**config.mk**
```make
export PLATFORM = sky130hd
export DESIGN_NAME = alu8_status_unit
export DESIGN_NICKNAME = d
export VERILOG_FILES = /design/src/rtl/alu8_pkg.sv /design/src/rtl/alu8_adder.sv /design/src/rtl/alu8_shifter.sv /design/src/rtl/alu8_logic.sv /design/src/rtl/alu8_status_unit.sv
export SDC_FILE = /design/constraint.sdc
export NUM_CORES = 1
export LEC_CHECK = 0
export ABC_AREA = 1
export BUFFER_PORTS_ARGS = -buffer_cell sky130_fd_sc_hd__buf_2
export CELL_PAD_IN_SITES_DETAIL_PLACEMENT = 0
export CELL_PAD_IN_SITES_GLOBAL_PLACEMENT = 2
export CORE_MARGIN = 10
export CORE_UTILIZATION = 30
export CTS_CLUSTER_SIZE = 30
export DETAILED_ROUTE_END_ITERATION = 10
export PLACE_DENSITY = 0.89
export SLEW_MARGIN = 40
export SYNTH_ARGS = -nofsm -noshare
export SYNTH_HDL_FRONTEND = slang
export SYNTH_SLANG_ARGS = --single-unit
```
**constraint.sdc**
```tcl
create_clock -name clk -period 2.9 [get_ports clk]
set_clock_uncertainty 0.1 [all_clocks]
set_input_delay 0.87 -clock clk [delete_from_list [all_inputs] [get_ports clk]]
set_output_delay 0.87 -clock clk [all_outputs]
set_load 0.005 [all_outputs]
```
**src/rtl/alu8_pkg.sv**
```systemverilog
package alu8_pkg;
    typedef enum logic [4:0] {
        OP_PASS = 5'd0,  OP_ADC = 5'd1,  OP_SBC = 5'd2,  OP_AND = 5'd3,
        OP_ORA  = 5'd4,  OP_XOR = 5'd5,  OP_ASL = 5'd6,  OP_LSR = 5'd7,
        OP_ROL  = 5'd8,  OP_ROR = 5'd9,  OP_INC = 5'd10, OP_DEC = 5'd11,
        OP_CMP  = 5'd12, OP_BIT = 5'd13,
        OP_CLC  = 5'd16, OP_SEC = 5'd17, OP_CLI = 5'd18, OP_SEI = 5'd19,
        OP_CLD  = 5'd20, OP_SED = 5'd21, OP_CLV = 5'd22
    } alu_op_e;

    localparam int FLG_C = 0;
    localparam int FLG_Z = 1;
    localparam int FLG_I = 2;
    localparam int FLG_D = 3;
    localparam int FLG_B = 4;
    localparam int FLG_U = 5;
    localparam int FLG_V = 6;
    localparam int FLG_N = 7;
    localparam logic [7:0] STAT_RST = 8'h24;
endpackage

```
**src/rtl/alu8_adder.sv**
```systemverilog
module alu8_adder
    import alu8_pkg::*;
#(
    parameter int DW = 8
) (
    input  alu_op_e       op,
    input  logic [DW-1:0] a,
    input  logic [DW-1:0] b,
    input  logic          cin,
    output logic [DW-1:0] r,
    output logic          cout,
    output logic          vout
);
    localparam int SW = DW + 1;

    logic [DW-1:0] x, addend;
    logic          ci;
    logic [SW-1:0] sum;

    always_comb begin
        x      = a;
        addend = b;
        ci     = cin;
        unique case (op)
            OP_SBC: addend = ~b;
            OP_CMP: begin addend = ~b; ci = 1'b1; end
            OP_INC: begin x = b; addend = '0; ci = 1'b1; end
            OP_DEC: begin x = b; addend = '1; ci = 1'b0; end
            default: ;
        endcase
    end

    assign sum  = {1'b0, x} + {1'b0, addend} + {{(SW-1){1'b0}}, ci};
    assign r    = sum[DW-1:0];
    assign cout = sum[DW];
    assign vout = ((addend ^ r) & (r ^ x)) >> (DW - 1) != '0;
endmodule

```
**src/rtl/alu8_shifter.sv**
```systemverilog
module alu8_shifter
    import alu8_pkg::*;
#(
    parameter int DW = 8
) (
    input  alu_op_e       op,
    input  logic [DW-1:0] d,
    input  logic          cin,
    output logic [DW-1:0] r,
    output logic          cout
);
    always_comb begin
        r    = d;
        cout = cin;
        unique case (op)
            OP_ASL: begin r = {d[DW-2:0], 1'b0}; cout = d[DW-1]; end
            OP_LSR: begin r = {1'b0, d[DW-1:1]}; cout = d[0];    end
            OP_ROL: begin r = {d[DW-2:0], cin};  cout = d[DW-1]; end
            OP_ROR: begin r = {cin, d[DW-1:1]};  cout = d[0];    end
            default: ;
        endcase
    end
endmodule

```
**src/rtl/alu8_logic.sv**
```systemverilog
module alu8_logic
    import alu8_pkg::*;
#(
    parameter int DW = 8
) (
    input  alu_op_e       op,
    input  logic [DW-1:0] a,
    input  logic [DW-1:0] b,
    output logic [DW-1:0] r
);
    always_comb begin
        unique case (op)
            OP_AND, OP_BIT: r = a & b;
            OP_ORA:         r = a | b;
            OP_XOR:         r = a ^ b;
            default:        r = b;
        endcase
    end
endmodule

```
**src/rtl/alu8_status_unit.sv**
```systemverilog
module alu8_status_unit
    import alu8_pkg::*;
#(
    parameter int DW = 8
) (
    input  logic          clk,
    input  logic          rst_n,
    input  logic          op_valid,
    input  logic [4:0]    op_code,
    input  logic [DW-1:0] acc_in,
    input  logic [DW-1:0] opnd_in,
    output logic          out_valid,
    output logic [DW-1:0] result_o,
    output logic          result_wr,
    output logic [7:0]    status_o
);
    alu_op_e       op_e;
    logic [DW-1:0] add_r, sh_r, log_r, res_d;
    logic          add_c, add_v, sh_c, wr_d;
    logic [7:0]    stat_d;

    assign op_e = alu_op_e'(op_code);

    alu8_adder #(.DW(DW)) adder_i (
        .op(op_e), .a(acc_in), .b(opnd_in), .cin(status_o[FLG_C]),
        .r(add_r), .cout(add_c), .vout(add_v)
    );

    alu8_shifter #(.DW(DW)) shifter_i (
        .op(op_e), .d(opnd_in), .cin(status_o[FLG_C]),
        .r(sh_r), .cout(sh_c)
    );

    alu8_logic #(.DW(DW)) logic_i (
        .op(op_e), .a(acc_in), .b(opnd_in), .r(log_r)
    );

    always_comb begin
        stat_d = status_o;
        res_d  = acc_in;
        wr_d   = 1'b0;
        unique case (op_e)
            OP_ADC, OP_SBC: begin
                res_d = add_r; wr_d = 1'b1;
                stat_d[FLG_C] = add_c;
                stat_d[FLG_V] = add_v;
            end
            OP_INC, OP_DEC: begin
                res_d = add_r; wr_d = 1'b1;
            end
            OP_CMP: begin
                stat_d[FLG_C] = add_c;
            end
            OP_PASS, OP_AND, OP_ORA, OP_XOR: begin
                res_d = log_r; wr_d = 1'b1;
            end
            OP_ASL, OP_LSR, OP_ROL, OP_ROR: begin
                res_d = sh_r; wr_d = 1'b1;
                stat_d[FLG_C] = sh_c;
            end
            OP_BIT: begin
                stat_d[FLG_V] = opnd_in[DW-2];
            end
            OP_CLC: stat_d[FLG_C] = 1'b0;
            OP_SEC: stat_d[FLG_C] = 1'b1;
            OP_CLI: stat_d[FLG_I] = 1'b0;
            OP_SEI: stat_d[FLG_I] = 1'b1;
            OP_CLD: stat_d[FLG_D] = 1'b0;
            OP_SED: stat_d[FLG_D] = 1'b1;
            OP_CLV: stat_d[FLG_V] = 1'b0;
            default: ;
        endcase
        // zero and negative flags
        if (wr_d) begin
            stat_d[FLG_Z] = (res_d == '0);
            stat_d[FLG_N] = res_d[DW-1];
        end else if (op_e == OP_CMP) begin
            stat_d[FLG_Z] = (add_r == '0);
            stat_d[FLG_N] = add_r[DW-1];
        end else if (op_e == OP_BIT) begin
            stat_d[FLG_Z] = (log_r == '0);
            stat_d[FLG_N] = opnd_in[DW-1];
        end
    end

    always_ff @(posedge clk or negedge rst_n) begin
        if (!rst_n) begin
            status_o  <= STAT_RST;
            result_o  <= '0;
            result_wr <= 1'b0;
            out_valid <= 1'b0;
        end else begin
            out_valid <= op_valid;
            if (op_valid) begin
                status_o  <= stat_d;
                result_o  <= res_d;
                result_wr <= wr_d;
            end
        end
    end

    p_fixed_bits_r12: assert property (@(posedge clk) disable iff (!rst_n)
        status_o[FLG_U] && !status_o[FLG_B]);

    p_idle_hold_r12: assert property (@(posedge clk) disable iff (!rst_n)
        !op_valid |=> $stable(status_o));

    p_cmp_keeps_v_r6: assert property (@(posedge clk) disable iff (!rst_n)
        (op_valid && op_code == 5'd12) |=> (status_o[FLG_V] == $past(status_o[FLG_V]) && !result_wr));

    p_incdec_cv_r10: assert property (@(posedge clk) disable iff (!rst_n)
        (op_valid && (op_code == 5'd10 || op_code == 5'd11))
        |=> (status_o[FLG_C] == $past(status_o[FLG_C]) && status_o[FLG_V] == $past(status_o[FLG_V])));

    p_bit_no_write_r7: assert property (@(posedge clk) disable iff (!rst_n)
        (op_valid && op_code == 5'd13) |=> (!result_wr && status_o[FLG_C] == $past(status_o[FLG_C])));
endmodule

```
==> impl_results.md, run 1 <==
- Total gr overflow: 0
- WHS: 0.3792 ns
- CP Class: input port to register
- Post-synthesis sequential area ratio: 15.46%
- Nets: 629
- Slowest-stage cell, CP: fa_2
- Worst EP arrival: 3.22 ns
- Largest net degree at the start of global routing: 18
- Worst Tran Pin Value: 0.5428 ns
- Async S/R FF share, synth: 100.0%
- DRC viols: 0
- RSZ-0062 raised after global routing: yes
- Synth area leaders: nand2_1, dfrtp_1, ha_1, inv_1, nand3_1
- Top post-synthesis cells by count: nand2_1, inv_1, nand3_1
- Post-Syn Area: 0.002597 mm2
- Critical path's most frequent cell: nand2_1
- CP Launch Type: input port
- Die Ht: 113.1 um
- CP endpoint kind: register
- Die area: 0.01278 mm2
- FF+latch count, synth: 16
- Area leader, netlist: nand2_1
- Initial core utilization: 31.14%
- Synth-to-layout area growth: 58.48%
- Initial antenna violation count: 0
- Ys flop type: dfrtp_1
- Crit-path leading delay family: simple AND/OR/NAND/NOR gates
- Core Area: 0.008341 mm2
- Adder-cell share of the synthesized area: 12.62%
- Ant diodes: 0
- Failing checks: setup timing
- Net count after synthesis: 497
- Peak supply drop: 0.1187 mV
- FILL cells: 863
- CP Data Required Time: 2.97 ns
- Max Clk Rate: 0.3179 GHz
- RD Place Congestion: 0.9304
- CTS Hold Buffers Added: 0
- Share of post-route cells with drive strength above 1: 42.14%
- Post-synth EDFFs: 0
- Area share of the largest cell type after synthesis: 21.39%
- CP max FO: 6
- Routed Antenna Nets: 0
- Top-count cell post-synth: nand2_1
- Post-route minimum period: 3.146 ns
- Compound-gate portion of the synthesized area: 14.02%
- Combinational family with the most area after synthesis: simple AND/OR/NAND/NOR gates
- Cells after Synth: 448
- Slowest stage delay, CP: 0.34 ns
- Hold Path Class: register to register
- Global-route wire length before repair: 15,970 um
- Cell Area, Placed: 0.003516 mm2
- Vias: 3,299
- Final worst path period share: 108.5%
- Iter 0 DRT Violations: 166
- Setup slack after layout: -0.2456 ns
- Die W: 113.1 um
- Post-DR wirelength/cell: 14.63 um
- Multiplexer share of the synthesized area: 0%
- Clock tree root buffer cell: clkbuf_8
- Max-Cap Viols: 0
- Max-slew violations: 0
- Synthesis Warnings: 0
- Status: finished with violations
- WP buf/inv: 7
- Synth Area per Inst: 5.798 um2
- Vias per cell: 4.823
- DP HPWL: 8125 um
- Worst skew pair latency: 0.24 ns
- Routed Wire Length: 10,010 um
- Simple-Gate Fraction of Synth Area: 45.09%
- Maximum clock path buffer count: 2
- IO Pins: 42
- Port Buffers: 39
- Vias in the first global route: 3,172
- Worst Setup Slack post-DPL: -0.6761 ns
- Total CTS buffers: 3
- Max-slew headroom: 63.77%
- Post-route cell area: 0.004116 mm2
- Pwr/cell area: 306.7 mW/mm2
- Cell variety after synth: 35
- PnR Total Power: 1.263 mW
- Final setup vio count: 9
- Post-Synth XOR/XNOR Area: 0.3372%
- Crit-path cells: buf_8 > inv_8 > nand4_4 > inv_2 > nor2_2 > o21ai_2 > fa_2 > inv_2 > fa_2 > buf_4 > xnor2_2 > inv_1 > nand2_1 > nor2_1 > nand3b_1 > nor2_1 > nand3_1 > nand2_1 > inv_1 > nand2_1 > nand2_1 > a21oi_1
- All-Layer GR Usage: 14.94%
- Clk sinks: 16
- Fin. Hold Viols: 0
- CTS tree: built
- Lkg Pwr: 2.208 nW
- # rows: 33
- H-tree depth: 1
- Clock-pin slew on the worst setup and hold paths: 0.06 ns
- Drt pass-1 iters: 4
metrics by stage:
stage / util [%] / std cells / TNS [ns]
final: 49.35 / 684 / -0.8354
after global routing: 49.35 / 684 / -2.144
after CTS: 46.10 / 671 / -0.6965
after detailed placement: 42.15 / 660 / -5.808
after global placement: 42.15 / 660 / -5.130
after floorplan: - / 448 / -1.194
what timing repair did:
| action | 4_1_cts | 5_1_grt |
|---|---|---|
| resized for setup | 76 | 47 |
| setup buffers | 8 | 13 |
| pin swaps | 31 | 27 |
| endpoints found under the setup margin | 11 | 11 |
cells by family (layout without fill, tap and decap cells):
family / count (synthesis) / after routing
buf+inv: 77 / 208
fa+ha+maj: 25 / 25
flops: 16 / 16
xor+xnor: 1 / 1
compound gates: 68 / 68
other cells: 2 / 2
simple gates: 259 / 259
placed cells by master (no fill, tap or decap), types with 2 or more instances in the layout:
master and n:
o21ai_2 10, a31oi_1 2, o21ai_0 15, conb_1 2, inv_1 54, nand3_4 6, a21oi_4 2, nand3_2 13
buf_6 15, ha_1 20, ha_4 3, inv_2 11, fa_2 2, inv_4 2, nor2_2 5, clkbuf_8 3
a21oi_1 10, nor2_1 35, nand2_1 124, nor2_4 7, buf_2 34, dfrtp_1 15, o21ai_1 13, nand4_1 7
buf_8 3, nand2_2 25, nand2_4 3, buf_4 83, nand3_1 30, a21oi_2 8
worst paths after layout:
path,start,to,slack [ns],cells past startpoint
setup reg to reg,status_o[0]$_DFFE_PN0P_,status_o[1]$_DFFE_PN0P_,0.41,19
hold / removal,result_o[5]$_DFFE_PN0P_,result_o[5]$_DFFE_PN0P_,0.38,2
max in group asynchronous,rst_n,status_o[2]$_DFFE_PN1P_,1.98,1
min in group asynchronous,rst_n,status_o[6]$_DFFE_PN0P_,0.42,1
setup / recovery,op_code[2],status_o[1]$_DFFE_PN0P_,-0.25,22
hold reg to reg,result_o[5]$_DFFE_PN0P_,result_o[5]$_DFFE_PN0P_,0.38,2
layout make-up:
type	count	area [um2]	share of cell area (%)
Clock buffer	4	45.04	1.094
Inverter	69	284.0	6.900
Multi-Input combinational cell	355	2247	54.59
Sequential cell	16	401.6	9.757
Tap cell	105	131.4	3.191
Timing Repair Buffer	135	1007	24.47
registers in the layout (all words and copies together), names as in the netlist:
| signal | cells |
|---|---|
| result_o | 8 |
| result_wr | 1 |
| out_valid | 1 |
| status_o | 6 |
routing by layer:
metal  vias to the layer above  global-route usage [%]  wire length [um]
met3                        17                   1.690               530
met2                        85                   24.65              4752
met4                         0                   4.315               191
met1                      1496                   19.93              4532
li1                       1701                       -                 -
met5                         -                       0                 0
worst reg2reg max path, cell delays in order, from the launching register on:
cell and delay (ns):
dfrtp_1 0.41, nor2_2 0.14, o21ai_2 0.09, fa_2 0.37, inv_2 0.07, fa_2 0.20, inv_2 0.05, nand3_2 0.07
nand2_1 0.05, nand2_1 0.07, nand2_2 0.06, nand2_2 0.04, nand2_1 0.05, nor2_1 0.10, nand3_1 0.10, nor2_1 0.11
nand2_1 0.06, nor2_1 0.09, nand2_1 0.06, a21oi_1 0.12
power by group:
| group | switching [mW] | total (mW) | internal (mW) | leakage (nW) |
|---|---|---|---|---|
| logic | 0.431 | 0.798 | 0.367 | 1.99 |
| registers | 0.0257 | 0.295 | 0.270 | 0.193 |
| clock network | 0.0716 | 0.169 | 0.0972 | 0.0228 |
Power figures use the tool's default switching activity.
==> inputs of run 2 (changes only) <==
- CELL_PAD_IN_SITES_DETAIL_PLACEMENT: 0 -> not set
- CELL_PAD_IN_SITES_GLOBAL_PLACEMENT: 2 -> not set
- CORE_UTILIZATION: 30 -> 55
- PLACE_DENSITY: 0.89 -> 0.85
==> run 2 against run 1 <==
Compared with the run above: the run still ends with setup timing left; design area is 0.52% lower; wire length up 25%; power increased by 9.5%; critical path depth stayed put; non-clock buffer count grew 2; core utilization grew 42 points; register-to-register slack got worse by 0.51 ns; critical path type unchanged; sequential power grew 3%.
==> impl_results.md, run 2 (synthesis results as in run 1) <==
- GR Util met3: 5.239% (was 1.690%)
- Worst EP arrival: 3.59 ns (was 3.22 ns)
- Lkg Pwr: 2.217 nW (was 2.208 nW)
- CP Class: input port to register (unchanged)
- Synth-to-layout area growth: 57.66% (was 58.48%)
- Vias in the first global route: 3,679 (was 3,172)
- Failing checks: setup timing (unchanged)
- Post-DR wirelength/cell: 19.76 um (was 14.63 um)
- Fin cells: 633 (was 684)
- Total gr overflow: 0 (unchanged)
- Total CTS buffers: 3 (unchanged)
- Max-Cap Viols: 0 (unchanged)
- Die Ht: 88.72 um (was 113.1 um)
- CP Launch Type: input port (unchanged)
- Clock-pin slew on the worst setup and hold paths: 0.07 ns (was 0.06 ns)
- Final worst path period share: 120.7% (was 108.5%)
- Routed Antenna Nets: 0 (unchanged)
- Nets: 631 (was 629)
- Switch Pwr: 0.6172 mW (was 0.5286 mW)
- Most common cell after layout, fill and taps aside: nand2_1 (unchanged)
- Vias per cell: 6.359 (was 4.823)
- Global-route wire length before repair: 17,030 um (was 15,970 um)
- Combinational Power Share: 62.5% (was 63.2%)
- Setup slack after layout: -0.5989 ns (was -0.2456 ns)
- Max Clk Rate: 0.2858 GHz (was 0.3179 GHz)
- DRC viols: 0 (unchanged)
- Met2 Use GR: 47.27% (was 24.65%)
- Maximum clock path buffer count: 2 (unchanged)
- Core Area: 0.004474 mm2 (was 0.008341 mm2)
- Max-slew violations: 0 (unchanged)
- Largest registers: result_o: 8 flops, status_o: 6 flops (unchanged)
- Clock tree root buffer cell: clkbuf_8 (unchanged)
- Worst skew pair latency: 0.26 ns (was 0.24 ns)
- Pwr/cell area: 337.7 mW/mm2 (was 306.7 mW/mm2)
- RSZ-0062 raised after global routing: yes (unchanged)
- Internal power: 0.7657 mW (was 0.7339 mW)
- Largest register by flop count: result_o (unchanged)
- Peak supply drop: 0.2370 mV (was 0.1187 mV)
- Share of post-route cells with drive strength above 1: 43.03% (was 42.14%)
- Status: finished with violations (unchanged)
- FF/Latch Area: 401.6 um2 (unchanged)
- CP max FO: 4 (was 6)
- CTS tree: built (unchanged)
- Port Buffers: 39 (unchanged)
- Largest net degree at the start of global routing: 18 (unchanged)
- Clock power share: 15.5% (was 13.4%)
- WP buf/inv: 5 (was 7)
- IO Pins: 42 (unchanged)
- # rows: 24 (was 33)
- Crit-path cells: buf_8 > buf_6 > nor2_4 > nand3_4 > nand2_4 > a21oi_2 > o21ai_2 > fa_2 > inv_2 > fa_2 > inv_2 > nor2_2 > nand2_1 > nor2_1 > nand3b_1 > nor2_1 > nand3_1 > nand2_1 > inv_1 > nand2_1 > nand2_1 > a21oi_2 (was buf_8 > inv_8 > nand4_4 > inv_2 > nor2_2 > o21ai_2 > fa_2 > inv_2 > fa_2 > buf_4 > xnor2_2 > inv_1 > nand2_1 > nor2_1 > nand3b_1 > nor2_1 > nand3_1 > nand2_1 > inv_1 > nand2_1 > nand2_1 > a21oi_1)
- Ant diodes: 0 (unchanged)
- Slowest stage delay, CP: 0.53 ns (was 0.34 ns)
- Hold Path Class: register to register (unchanged)
- Worst Tran Pin Value: 0.5613 ns (was 0.5428 ns)
- Most frequent cells in the layout: nand2_1, buf_4, inv_1 (unchanged)
- CP Data Required Time: 3.00 ns (was 2.97 ns)
- Sequential share of power: 21.9% (was 23.4%)
- Vias: 4,025 (was 3,299)
- Sw frac: 44.63% (was 41.87%)
- RD Place Congestion: 0.9946 (was 0.9304)
- Critical path's most frequent cell: nand2_1 (unchanged)
- Worst Setup Slack post-DPL: -0.6666 ns (was -0.6761 ns)
- DP HPWL: 7430 um (was 8125 um)
- Fin. Hold Viols: 0 (unchanged)
- Initial antenna violation count: 0 (unchanged)
- PnR Total Power: 1.383 mW (was 1.263 mW)
- FILL cells: 196 (was 863)
- Die W: 88.72 um (was 113.1 um)
- Met1 Track Usage GR: 29.66% (was 19.93%)
- Clk sinks: 16 (unchanged)
- CP endpoint kind: register (unchanged)
- Footprint of the multi-input gates: 0.002270 mm2 (was 0.002247 mm2)
- Post-route minimum period: 3.499 ns (was 3.146 ns)
- H-tree depth: 1 (unchanged)
- Max FFs per register: 8 (unchanged)
- All-Layer GR Usage: 27.30% (was 14.94%)
- Placed insts: 605 (was 660)
- WHS: 0.3813 ns (was 0.3792 ns)
- Die area: 0.007871 mm2 (was 0.01278 mm2)
- Iter 0 DRT Violations: 634 (was 166)
- Crit-path leading delay family: simple AND/OR/NAND/NOR gates (unchanged)
- Routed Wire Length: 12,510 um (was 10,010 um)
- Max-slew headroom: 62.26% (was 63.77%)
- Drt pass-1 iters: 6 (was 4)
- Slowest-stage cell, CP: fa_2 (unchanged)
- Final setup vio count: 11 (was 9)
- Top Usage Layer GRT: met2 (unchanged)
- Initial core utilization: 58.05% (was 31.14%)
[run 2: cell count changes in the layout (fill, tap and decap cells not counted), moves of 3 or more]
cell / change
nand3_2: -3
inv_2: +4
buf_4: +3
o21ai_0: +3
inv_1: -3
nand3_4: +3
[run 2: power by group through the flow]
stage | clock [mW] | combinational [mW] | sequential (mW)
6_report | 0.214 | 0.865 | 0.303
5_1_grt | 0.218 | 0.919 | 0.308
4_1_cts | 0.210 | 0.691 | 0.298
3_5_place_dp | 0 | 0.601 | 0.302
3_3_place_gp | 0 | 0.587 | 0.301
2_1_floorplan | 0 | 0.342 | 0.301
[run 2: worst register-to-register path, stage by stage (launching register included)]
cell,delay (ns)
dfrtp_1,0.55
nor2_1,0.12
o21ai_1,0.19
fa_2,0.26
inv_2,0.05
fa_2,0.53
inv_2,0.05
nor2_2,0.13
nand2_1,0.11
nor2_1,0.14
nand3b_1,0.09
nor2_1,0.11
nand3_1,0.12
nand2_1,0.09
inv_1,0.04
nand2_1,0.05
nand2_1,0.07
a21oi_2,0.12
[run 2: area by class of cell]
cell class	count	area share (%)
repair buffers	137	25.08
clock buffers	4	1.344
inverters	69	6.752
multi-input cells	355	55.42
flip-flops and latches	16	9.808
well taps	52	1.589
[run 2: worst paths after layout]
path,startpoint,endpoint,slack (ns),cells after the start
setup / recovery,op_code[2],status_o[1]$_DFFE_PN0P_,-0.60,22
max in group asynchronous,rst_n,status_o[2]$_DFFE_PN1P_,1.94,1
hold / removal,result_o[3]$_DFFE_PN0P_,result_o[3]$_DFFE_PN0P_,0.38,2
min in group asynchronous,rst_n,status_o[0]$_DFFE_PN0P_,0.43,1
hold reg to reg,result_o[3]$_DFFE_PN0P_,result_o[3]$_DFFE_PN0P_,0.38,2
setup reg to reg,status_o[0]$_DFFE_PN0P_,status_o[1]$_DFFE_PN0P_,-0.10,17
[run 2: metal layers]
metal	part of all wire, %	vias up
li1	-	1705
met3	12	135
met4	8.6	0
met1	34	1818
met5	0	-
met2	45	367
[run 2: repair_timing]
item / in CTS / in global routing
setup buffers: 16 / 8
setup endpoints to repair: 11 / 11
hold endpoints to repair: 0 / 0
resized for setup: 74 / 53
hold buffers: 0 / 0
pin swaps: 50 / 51
[run 2: stage by stage]
stage / util (%) / TNS [ns] / cell area (um2)
floorplan: - / -1.194 / 2693
global route: 91.53 / -4.321 / 4095
detailed placement: 76.76 / -5.313 / 3435
global placement: 76.76 / -4.484 / 3435
CTS: 85.74 / -1.035 / 3836
finish: 91.53 / -3.109 / 4095
==> inputs of run 3 (changes only) <==
- PLACE_DENSITY: 0.85 -> 0.84
- SYNTH_HIERARCHICAL: not set -> 1
==> run 3 against run 2 <==
Compared with the run above: the flow still finishes with violations (setup timing); final cell count is 3.3% higher; power is 3.7% lower; die area is 9.7% higher; via count is 5.8% lower; largest cell class unchanged; largest power group unchanged.
==> impl_results.md, run 3 <==
- DRC viols: 0 (unchanged)
- CP Data Required Time: 2.98 ns (was 3.00 ns)
- Final worst path period share: 116.3% (was 120.7%)
- Synth-to-layout area growth: 41.02% (was 57.66%)
- Die area: 0.008636 mm2 (was 0.007871 mm2)
- H-tree depth: 1 (unchanged)
- PnR Total Power: 1.332 mW (was 1.383 mW)
- Post-Syn Area: 0.002925 mm2 (was 0.002597 mm2)
- Crit-path cells: buf_8 > nor2_4 > nand3_4 > buf_6 > nand3_4 > buf_6 > o21ai_2 > ha_1 > or2_1 > and2_4 > a21oi_4 > xnor2_2 > nor4_1 > a21oi_1 > nor3_1 > nor2_1 > a21oi_2 (was buf_8 > buf_6 > nor2_4 > nand3_4 > nand2_4 > a21oi_2 > o21ai_2 > fa_2 > inv_2 > fa_2 > inv_2 > nor2_2 > nand2_1 > nor2_1 > nand3b_1 > nor2_1 > nand3_1 > nand2_1 > inv_1 > nand2_1 > nand2_1 > a21oi_2)
- Post-DR wirelength/cell: 16.53 um (was 19.76 um)
- Async S/R FF share, synth: 100.0% (unchanged)
- Net count after synthesis: 528 (was 497)
- Post-route cell area: 0.004125 mm2 (was 0.004095 mm2)
- Footprint of the multi-input gates: 0.002494 mm2 (was 0.002270 mm2)
- CP endpoint kind: register (unchanged)
- Top-count cell post-synth: nand2_1 (unchanged)
- Lkg Pwr: 2.232 nW (was 2.217 nW)
- Initial antenna violation count: 0 (unchanged)
- FF+latch count, synth: 16 (unchanged)
- Slowest stage delay, CP: 0.33 ns (was 0.53 ns)
- Most frequent cells in the layout: nand2_1, inv_1, buf_4 (was nand2_1, buf_4, inv_1)
- Clock tree root buffer cell: clkbuf_8 (unchanged)
- Largest registers: result_o: 8 flops, status_o: 6 flops (unchanged)
- Core Area: 0.005140 mm2 (was 0.004474 mm2)
- Area leader, netlist: nand2_1 (unchanged)
- Iter 0 DRT Violations: 365 (was 634)
- Core Util, Final: 80.26% (was 91.53%)
- Crit-path leading delay family: simple AND/OR/NAND/NOR gates (unchanged)
- Die Ht: 92.93 um (was 88.72 um)
- CP Class: input port to register (unchanged)
- Routed Antenna Nets: 0 (unchanged)
- WHS: 0.3770 ns (was 0.3813 ns)
- Max FFs per register: 8 (unchanged)
- Die W: 92.93 um (was 88.72 um)
- Pwr/cell area: 323.0 mW/mm2 (was 337.7 mW/mm2)
- CTS Hold Buffers Added: 0 (unchanged)
- Total gr overflow: 0 (unchanged)
- Worst EP arrival: 3.45 ns (was 3.59 ns)
- CP max FO: 7 (was 4)
- Global-route wire length before repair: 16,550 um (was 17,030 um)
- # rows: 26 (was 24)
- Initial core utilization: 56.91% (was 58.05%)
- Vias per cell: 5.800 (was 6.359)
- Worst skew pair latency: 0.25 ns (was 0.26 ns)
- Post-synthesis sequential area ratio: 13.73% (was 15.46%)
- Nets: 634 (was 631)
- Synth Area per Inst: 6.107 um2 (was 5.798 um2)
- Largest net degree at the start of global routing: 20 (was 18)
- Share of post-route cells with drive strength above 1: 38.87% (was 43.03%)
- Failing checks: setup timing (unchanged)
- Maximum clock path buffer count: 2 (unchanged)
- Largest register by flop count: result_o (unchanged)
- Slowest-stage cell, CP: ha_1 (was fa_2)
- Max-slew headroom: 65.98% (was 62.26%)
- RSZ-0062 raised after global routing: yes (unchanged)
- Ant diodes: 0 (unchanged)
- Hold Path Class: register to register (unchanged)
- Total CTS buffers: 3 (unchanged)
- Post-synth EDFFs: 0 (unchanged)
- FILL cells: 363 (was 196)
- Max-Cap Viols: 0 (unchanged)
- RD Place Congestion: 0.9584 (was 0.9946)
- CTS tree: built (unchanged)
- Vias: 3,793 (was 4,025)
- Ys flop type: dfrtp_1 (unchanged)
- Setup slack after layout: -0.4715 ns (was -0.5989 ns)
- Max Clk Rate: 0.2966 GHz (was 0.2858 GHz)
- FF/Latch Area: 401.6 um2 (unchanged)
- All-Layer GR Usage: 23.00% (was 27.30%)
- DP HPWL: 7691 um (was 7430 um)
- Cells after Synth: 479 (was 448)
- Drt pass-1 iters: 5 (was 6)
- Clock-pin slew on the worst setup and hold paths: 0.07 ns (about the same)
- Worst Tran Pin Value: 0.5072 ns (was 0.5613 ns)
- Most common cell after layout, fill and taps aside: nand2_1 (unchanged)
- IO Pins: 42 (unchanged)
- Max-slew violations: 0 (unchanged)
- Fin. Hold Viols: 0 (unchanged)
- Post-route minimum period: 3.372 ns (was 3.499 ns)
- Peak supply drop: 0.2402 mV (was 0.2370 mV)
- Synthesis Warnings: 6 (was 0)
- Top post-synthesis cells by count: nand2_1, inv_1, nand3_1 (unchanged)
- Final setup vio count: 11 (unchanged)
- CP Launch Type: input port (unchanged)
- Routed Wire Length: 10,810 um (was 12,510 um)
- Synth area leaders: nand2_1, dfrtp_1, ha_1, nand3_1, inv_1 (was nand2_1, dfrtp_1, ha_1, inv_1, nand3_1)
- Vias in the first global route: 3,692 (was 3,679)
- Cell variety after synth: 43 (was 35)
- TNS Setup: -2.705 ns (was -3.109 ns)
- Port Buffers: 39 (unchanged)
- Flop2flop setup slack: 0.19 ns (was -0.10 ns)
- WP buf/inv: 3 (was 5)
- Area share of the largest cell type after synthesis: 15.01% (was 21.39%)
- Clk sinks: 16 (unchanged)
- Status: finished with violations (unchanged)
- Cell Area, Placed: 0.003587 mm2 (was 0.003435 mm2)
## run 3: cell count changes after synthesis, sizes merged, moves of 3 or more
cell,delta
a21oi,-4
inv,+16
nand2,-22
nand3,+24
nand4,+13
nor2,+4
nor4,+3
o21ai,-11
xor2,+3
## run 3: worst min-delay path, stage by stage, from the launching register on
cell and delay, ns:
dfrtp_1 0.34, nand2_1 0.05, o21ai_0 0.05
## run 3: what timing repair did
item                       CTS  global route
gates resized for setup     41            49
setup buffers               11             5
setup endpoints to repair   11            11
pin swaps                   17            32
## run 3: worst paths after layout
| kind | startpoint | to | depth (start not counted) |
|---|---|---|---|
| setup / recovery | op_code[4] | status_o[1]$_DFFE_PN0P_ | 17 |
| hold / removal | result_wr$_DFFE_PN0P_ | result_wr$_DFFE_PN0P_ | 2 |
| setup reg to reg | status_o[0]$_DFFE_PN0P_ | status_o[1]$_DFFE_PN0P_ | 15 |
| hold reg to reg | result_wr$_DFFE_PN0P_ | result_wr$_DFFE_PN0P_ | 2 |
| max in group asynchronous | rst_n | status_o[2]$_DFFE_PN1P_ | 1 |
| min in group asynchronous | rst_n | result_o[3]$_DFFE_PN0P_ | 1 |
## run 3: layer usage
metal	routed length [um]	GRT usage, %	vias to the layer above
li1	-	-	1766
met1	3955	24.31	1742
met2	5267	39.84	225
met3	985	5.246	60
met4	602	15.55	0
met5	0	0	-
## run 3: kinds of logic after synthesis
group	Yosys count	synth area share, %
simple gates	285	49.61
buf+inv	92	12.32
compound gates	53	10.99
fa+ha+maj	25	11.21
flops	16	13.73
xor+xnor	5	1.497
other cells	2	0.2567
mux	1	0.3849
## run 3: area by class of cell
type | count | area share, %
well taps | 70 | 2.123
repair buffers | 107 | 18.41
flip-flops and latches | 16 | 9.736
inverters | 86 | 7.947
clock buffers | 4 | 1.335
multi-input cells | 371 | 60.45
## run 3: report_power, final
group	internal, mW	switching [mW]
Clock	0.120	0.0798
Sequential	0.266	0.0255
Combinational	0.368	0.472
## run 3: through the flow
step,setup WS (ns),cells
finish,-0.4715,654
global route,-0.5456,654
detailed placement,-0.6734,635
global placement,-0.5481,635
CTS,-0.3749,650
floorplan,-0.3239,479
